--- src/rtl/rdm_pkg.sv ---
// Package: shared constants and the address-class type for the data space decoder.
// Assumes an eight-byte special-register window aligned to eight, sitting above the register slots.
package rdm_pkg;

    localparam int unsigned GPR_COUNT   = 32;
    localparam int unsigned GPR_IDX_W   = $clog2(GPR_COUNT);
    localparam int unsigned BYTE_W      = 8;
    localparam int unsigned IO_SHIFT    = GPR_COUNT;
    localparam int unsigned WIN_FIRST_IO = 'h38;
    localparam int unsigned WIN_SIZE    = 8;
    localparam int unsigned WIN_LO      = IO_SHIFT + WIN_FIRST_IO;
    localparam int unsigned WIN_HI      = WIN_LO + WIN_SIZE - 1;
    localparam int unsigned PAGE_COUNT  = 4;
    localparam int unsigned PAGE_LSB    = 16;
    localparam int unsigned XREG_W      = PAGE_LSB + BYTE_W;
    localparam int unsigned SP_W        = 16;

    // Address class; the window entries are in window order so offset arithmetic works.
    typedef enum logic [3:0] {
        SEL_PAGE_D  = 4'd0,
        SEL_PAGE_X  = 4'd1,
        SEL_PAGE_Y  = 4'd2,
        SEL_PAGE_Z  = 4'd3,
        SEL_EXT_IND = 4'd4,
        SEL_SP_LO   = 4'd5,
        SEL_SP_HI   = 4'd6,
        SEL_STATUS  = 4'd7,
        SEL_GPR     = 4'd8,
        SEL_MEM     = 4'd9
    } sel_e;

endpackage

--- src/rtl/rdm_addr_decode.sv ---
// Module: classifies a data space address as register, special register or ordinary memory.
// Assumes ADDR_W is wide enough to hold the top of the special-register window.
module rdm_addr_decode
    import rdm_pkg::*;
#(
    parameter int unsigned ADDR_W = 16
) (
    input  logic [ADDR_W-1:0] addr,
    output sel_e              sel
);

    localparam logic [ADDR_W-1:0] GPR_END = ADDR_W'(GPR_COUNT);
    localparam logic [ADDR_W-1:0] W_LO    = ADDR_W'(WIN_LO);
    localparam logic [ADDR_W-1:0] W_HI    = ADDR_W'(WIN_HI);

    // Range compare, then the low three bits pick the window entry.
    always_comb begin
        sel = SEL_MEM;
        if (addr < GPR_END) begin
            sel = SEL_GPR;
        end else if (addr >= W_LO && addr <= W_HI) begin
            sel = sel_e'({1'b0, addr[2:0]});
        end
    end

endmodule

--- src/rtl/rdm_gpr_file.sv ---
// Module: general register file with one write port and one combinational read port.
// Assumes the caller gates the write enable; all registers clear on reset.
module rdm_gpr_file #(
    parameter int unsigned COUNT = 32,
    parameter int unsigned W     = 8,
    localparam int unsigned IDX_W = $clog2(COUNT)
) (
    input  logic             clk,
    input  logic             rst_n,
    input  logic             we,
    input  logic [IDX_W-1:0] widx,
    input  logic [W-1:0]     wdata,
    input  logic [IDX_W-1:0] ridx,
    output logic [W-1:0]     rdata
);

    logic [W-1:0] regs [COUNT];

    // Clear on reset, otherwise write the indexed entry.
    always_ff @(posedge clk) begin
        if (!rst_n) begin
            for (int i = 0; i < COUNT; i++) begin
                regs[i] <= '0;
            end
        end else if (we) begin
            regs[widx] <= wdata;
        end
    end

    // Asynchronous read of the addressed entry.
    assign rdata = regs[ridx];

endmodule

--- src/rtl/rdm_special_regs.sv ---
// Module: page, indirect, stack pointer and status registers behind the I/O window.
// Assumes one byte store per cycle; absent registers are tied to zero, not stored.
module rdm_special_regs
    import rdm_pkg::*;
#(
    parameter logic [PAGE_COUNT-1:0] PAGE_EN     = '1,
    parameter bit                    SP_TWO_BYTE = 1'b1
) (
    input  logic                           clk,
    input  logic                           rst_n,
    input  logic                           we,
    input  sel_e                           sel,
    input  logic [BYTE_W-1:0]              wdata,
    output logic [PAGE_COUNT-1:0][XREG_W-1:0] page_q,
    output logic [XREG_W-1:0]              ext_ind_q,
    output logic [SP_W-1:0]                sp_q,
    output logic [BYTE_W-1:0]              status_q
);

    for (genvar i = 0; i < PAGE_COUNT; i++) begin : g_page
        if (PAGE_EN[i]) begin : g_on
            localparam sel_e MY_SEL = sel_e'(4'(i));
            logic [BYTE_W-1:0] byte_q;
            // Hold the page byte; written only by a store to its own address.
            always_ff @(posedge clk) begin
                if (!rst_n) begin
                    byte_q <= '0;
                end else if (we && sel == MY_SEL) begin
                    byte_q <= wdata;
                end
            end
            assign page_q[i] = {byte_q, {PAGE_LSB{1'b0}}};
        end else begin : g_off
            assign page_q[i] = '0;
        end
    end

    logic [BYTE_W-1:0] ind_q;
    // Indirect extension byte, always writable.
    always_ff @(posedge clk) begin
        if (!rst_n) begin
            ind_q <= '0;
        end else if (we && sel == SEL_EXT_IND) begin
            ind_q <= wdata;
        end
    end
    assign ext_ind_q = {ind_q, {PAGE_LSB{1'b0}}};

    logic [BYTE_W-1:0] sp_lo_q;
    // Stack pointer low byte.
    always_ff @(posedge clk) begin
        if (!rst_n) begin
            sp_lo_q <= '0;
        end else if (we && sel == SEL_SP_LO) begin
            sp_lo_q <= wdata;
        end
    end

    if (SP_TWO_BYTE) begin : g_sp_hi
        logic [BYTE_W-1:0] sp_hi_q;
        // Stack pointer high byte, present only in the two-byte configuration.
        always_ff @(posedge clk) begin
            if (!rst_n) begin
                sp_hi_q <= '0;
            end else if (we && sel == SEL_SP_HI) begin
                sp_hi_q <= wdata;
            end
        end
        assign sp_q = {sp_hi_q, sp_lo_q};
    end else begin : g_sp_lo_only
        assign sp_q = {{(SP_W-BYTE_W){1'b0}}, sp_lo_q};
    end

    // Status byte, replaced whole.
    always_ff @(posedge clk) begin
        if (!rst_n) begin
            status_q <= '0;
        end else if (we && sel == SEL_STATUS) begin
            status_q <= wdata;
        end
    end

endmodule

--- src/rtl/rdm_store_decoder.sv ---
// Module: top of the data space decoder; routes byte stores and loads to the register
// file, the special registers or ordinary memory. Assumes single-byte accesses only.
module rdm_store_decoder
    import rdm_pkg::*;
#(
    parameter int unsigned           ADDR_W      = 16,
    parameter logic [PAGE_COUNT-1:0] PAGE_EN     = 4'b1110,
    parameter bit                    SP_TWO_BYTE = 1'b1
) (
    input  logic              clk,
    input  logic              rst_n,
    input  logic              st_en,
    input  logic              ld_en,
    input  logic [ADDR_W-1:0] addr,
    input  logic [7:0]        wdata,
    output logic [7:0]        rd_data,
    output logic              gpr_we,
    output logic [4:0]        gpr_idx,
    output logic [7:0]        gpr_wdata,
    output logic [23:0]       page_d,
    output logic [23:0]       page_x,
    output logic [23:0]       page_y,
    output logic [23:0]       page_z,
    output logic [23:0]       ext_ind,
    output logic [15:0]       sp,
    output logic [7:0]        status,
    output logic              mem_we,
    output logic [ADDR_W-1:0] mem_addr,
    output logic [7:0]        mem_wdata
);

    sel_e                              sel;
    logic [BYTE_W-1:0]                 gpr_rdata;
    logic [PAGE_COUNT-1:0][XREG_W-1:0] page_q;

    rdm_addr_decode #(.ADDR_W(ADDR_W)) u_decode (
        .addr (addr),
        .sel  (sel)
    );

    assign gpr_we    = st_en && (sel == SEL_GPR);
    assign gpr_idx   = addr[GPR_IDX_W-1:0];
    assign gpr_wdata = wdata;

    rdm_gpr_file #(.COUNT(GPR_COUNT), .W(BYTE_W)) u_gpr (
        .clk   (clk),
        .rst_n (rst_n),
        .we    (gpr_we),
        .widx  (gpr_idx),
        .wdata (wdata),
        .ridx  (addr[GPR_IDX_W-1:0]),
        .rdata (gpr_rdata)
    );

    rdm_special_regs #(.PAGE_EN(PAGE_EN), .SP_TWO_BYTE(SP_TWO_BYTE)) u_spec (
        .clk       (clk),
        .rst_n     (rst_n),
        .we        (st_en),
        .sel       (sel),
        .wdata     (wdata),
        .page_q    (page_q),
        .ext_ind_q (ext_ind),
        .sp_q      (sp),
        .status_q  (status)
    );

    assign page_d = page_q[0];
    assign page_x = page_q[1];
    assign page_y = page_q[2];
    assign page_z = page_q[3];

    // Pass-through store for every address outside the mapped ranges.
    assign mem_we    = st_en && (sel == SEL_MEM);
    assign mem_addr  = addr;
    assign mem_wdata = wdata;

    // Load mux: mapped value of the address, zero when idle or unmapped.
    always_comb begin
        rd_data = '0;
        if (ld_en) begin
            unique case (sel)
                SEL_GPR:     rd_data = gpr_rdata;
                SEL_PAGE_D,
                SEL_PAGE_X,
                SEL_PAGE_Y,
                SEL_PAGE_Z:  rd_data = page_q[sel[1:0]][XREG_W-1:PAGE_LSB];
                SEL_EXT_IND: rd_data = ext_ind[XREG_W-1:PAGE_LSB];
                SEL_SP_LO:   rd_data = sp[7:0];
                SEL_SP_HI:   rd_data = sp[15:8];
                SEL_STATUS:  rd_data = status;
                default:     rd_data = '0;
            endcase
        end
    end

endmodule

--- config.mk ---
export PLATFORM = sky130hd
export DESIGN_NAME = rdm_store_decoder
export DESIGN_NICKNAME = d
export VERILOG_FILES = /design/src/rtl/rdm_pkg.sv /design/src/rtl/rdm_addr_decode.sv /design/src/rtl/rdm_gpr_file.sv /design/src/rtl/rdm_special_regs.sv /design/src/rtl/rdm_store_decoder.sv
export SDC_FILE = /design/constraint.sdc
export NUM_CORES = 1
export LEC_CHECK = 0
export BUFFER_PORTS_ARGS = -buffer_cell sky130_fd_sc_hd__buf_2
export CORE_MARGIN = 5
export CORE_UTILIZATION = 55
export DETAILED_ROUTE_END_ITERATION = 6
export PLACE_DENSITY_LB_ADDON = 0.3
export SETUP_SLACK_MARGIN = 0.1
export SKIP_CTS_REPAIR_TIMING = 1
export SLEW_MARGIN = 20
export SYNTH_ARGS = -nofsm -noshare
export SYNTH_HDL_FRONTEND = slang
export SYNTH_SLANG_ARGS = --single-unit
export TNS_END_PERCENT = 50
--- constraint.sdc ---
create_clock -name clk -period 3.25 [get_ports clk]
set_clock_uncertainty 0.1 [all_clocks]
set_input_delay 0.325 -clock clk [delete_from_list [all_inputs] [get_ports clk]]
set_output_delay 0.325 -clock clk [all_outputs]
set_load 0.02 [all_outputs]
==> impl_results.md <==
- Outcome: finished clean
- Max-slew violations: 0
- CP required: 2.82 ns
- Core Region: 27900 um2
- Detailed Routing Iterations Pass 1: 5
- Hold Vio Cnt, Final: 0
- DRT iter0 DRCs: 1073
- Slew margin rel.: 0.336
- Vias in the first global route: ~9500
- Clk_lat worst skew: 0.56 ns
- Clock sinks: 312
- Synth Cell Area: around 16000 um2
- Synthesized flop and latch total: 312
- H-tree depth: 1
- Synth Instances: 1229
- Peak fanout along the critical path: 7
- Crit start category: input pin
- Worst min-delay path category: in -> reg
- Port Buffers: 130
- Power Dens Cells: between 500 and 600 nW/um2
- Clk pin slew, worst setup/hold paths: 0.06 ns
- Asr flop ratio synth: 0
- Final setup fails: 0
- Yosys cell types: 53
- Total GRT Usage: 0.240
- Ys flop type: edfxtp_1
- First-pass GRT wire length: 57600 um
- Yosys top cell area share: 0.492
- Detailed placement HPWL: 26900 um
- GPL Wtd Cong: 0.903
- CP endpoint kind: output port
- Initial antenna violation count: 1
- Setup TNS: 0 ns
- WL/cell: 22.6 um
- Setup WS post-layout: around 0.16 ns
- Fin util: 0.618
- Residual DRC: 0
- Row cnt: 61
- Chip Width: 179 um
- Die H: 179 um
- Register area share after synthesis: 0.564
- WL final: 39300 um
- Clock tree buffer depth: 3
- Area leader, netlist: edfxtp_1
- EDFF count, synth: between 200 and 300
- CTS Root Cell: clkbuf_16
- Fillers: 2131
- Fraction of layout instances using a drive strength above 1: 0.234
- Detailed-route via count: 9923
- Critical path arrival: 2.66 ns
- IO Count: around 220
- Post-Place Worst Slack: 0.313 ns
- Max cap viols: 0
- Fin crit period: 3.09 ns
- Fmax: roughly 0.32 GHz
- CTS tree: built
- Syn avg cell area: ~13 um2
- Starting Density: 0.559
- Antenna Cells: 0
- Clock buffer count from CTS: 31
- Commonest non-fill, non-tap cell in the layout: and2_1
- Nets: 1367
- Largest net degree at the start of global routing: 97
- Ys Warns: 0
- Area Overhead vs Synth: 10.4%
- Total grt overflow: 0
- Vias per inst: 5.70
- Power, Total: 8.64 mW
- Routed Antenna Nets: 0
- Die area: approximately 32000 um2
- Worst VDD drop: 0.000413 V
- Category of the most critical setup path: in -> out
- Slew @ Worst Pin: 0.996 ns
- RSZ-0062 raised after global routing: false
- Synth area leaders: edfxtp_1, and2_1, mux2i_1
- Final Cycle Share: 0.950
- Leakage: 6.61 nW
- Commonest cells after routing, fill and taps aside: and2_1, edfxtp_1, buf_2
[power breakdown]
part	total [mW]	internal (mW)	switching, mW
registers	4.52	4.47	0.0526
clock network	3.38	1.94	1.45
logic	0.733	0.224	0.509
[registers in the layout, summed over array words and instances, names as in the netlist]
| register | flops |
|---|---|
| u_spec.sp_lo_q | 8 |
| u_spec.g_page.g_on.byte_q | 24 |
| u_spec.status_q | 8 |
| u_spec.ind_q | 8 |
| u_gpr.regs | 256 |
| u_spec.g_sp_hi.sp_hi_q | 8 |
[per-stage QoR]
step                      cells  instance area [um2]  hold slack (ns)
after floorplan            1316                16000            0.423
after global placement     1684                16300            0.354
after detailed placement   1684                16300            0.363
after CTS                  1742                17300            0.229
after global routing       1742                17300            0.257
final                      1742                17300            0.246
[synth_stat cells, types with 2 or more instances]
master and n:
nor2_8 2, or4_1 4, mux2i_1 121, nor4bb_1 5, a22oi_1 36, nand4_1 8
and4b_1 3, or3_1 6, mux4_2 41, buf_2 16, o21ai_1 2, buf_1 2
and4_1 2, dfxtp_1 56, nand3b_1 2, nor2_2 12, o21ai_0 39, buf_4 139
a21oi_1 2, o22ai_1 14, nand2b_1 7, mux2_2 5, nor4_4 2, inv_1 2
nor4b_1 2, nor2_1 25, and3_1 2, edfxtp_1 256, clkbuf_1 48, and2_1 257
nor2_4 6, nand2_1 84
[worst max-delay path, cell delays in order]
cell and delay [ns]:
buf_2 0.12, nor4_4 0.41, nand4_1 0.32, or2_1 0.39, o41ai_1 0.69, buf_4 0.24, buf_2 0.16
[logic make-up (layout without fill, tap and decap cells)]
| kind of cell | count (synthesis) | after routing | share of synthesized area |
|---|---|---|---|
| flip-flops | 312 | 312 | 0.564 |
| AO/OA/AOI/OAI | 101 | 101 | 0.0412 |
| multiplexers | 167 | 167 | 0.140 |
| buffers and inverters | 209 | 257 | 0.0854 |
| other | 1 | 88 | 0.000240 |
| AND/OR/NAND/NOR | 439 | 439 | 0.169 |
[worst paths after layout]
path / startpoint / to / slack [ns] / cells after the start
hold / removal: rst_n / u_spec.g_page[3].g_on.byte_q[6] / 0.25 / 4
hold reg to reg: u_spec.g_page[3].g_on.byte_q[1] / u_spec.g_page[3].g_on.byte_q[1] / 0.37 / 2
setup reg to reg: u_spec.ind_q[1] / u_spec.ind_q[1] / 2.45 / 2
setup / recovery: addr[9] / rd_data[3] / 0.16 / 7
[layer usage]
metal  vias up  wire [um]  track usage
li1       4424          -            -
met4         2       1130       0.0723
met2       483      18300        0.380
met1      4943      16200        0.340
met5         -         81       0.0208
met3        71       3610       0.0413
[final cells by class]
| cell class | count | area (um2) | share of cell area |
|---|---|---|---|
| flip-flops and latches | 312 | 8810 | 0.511 |
| multi-input cells | 795 | 5810 | 0.337 |
| repair buffers | 197 | 1200 | 0.0695 |
| clock buffers | 57 | 945 | 0.0547 |
| well taps | 378 | 473 | 0.0274 |
| clock inverters | 1 | 8.76 | 0.000508 |
| inverters | 2 | 7.51 | 0.000435 |
No activity file was read; power rests on OpenSTA's default activity.
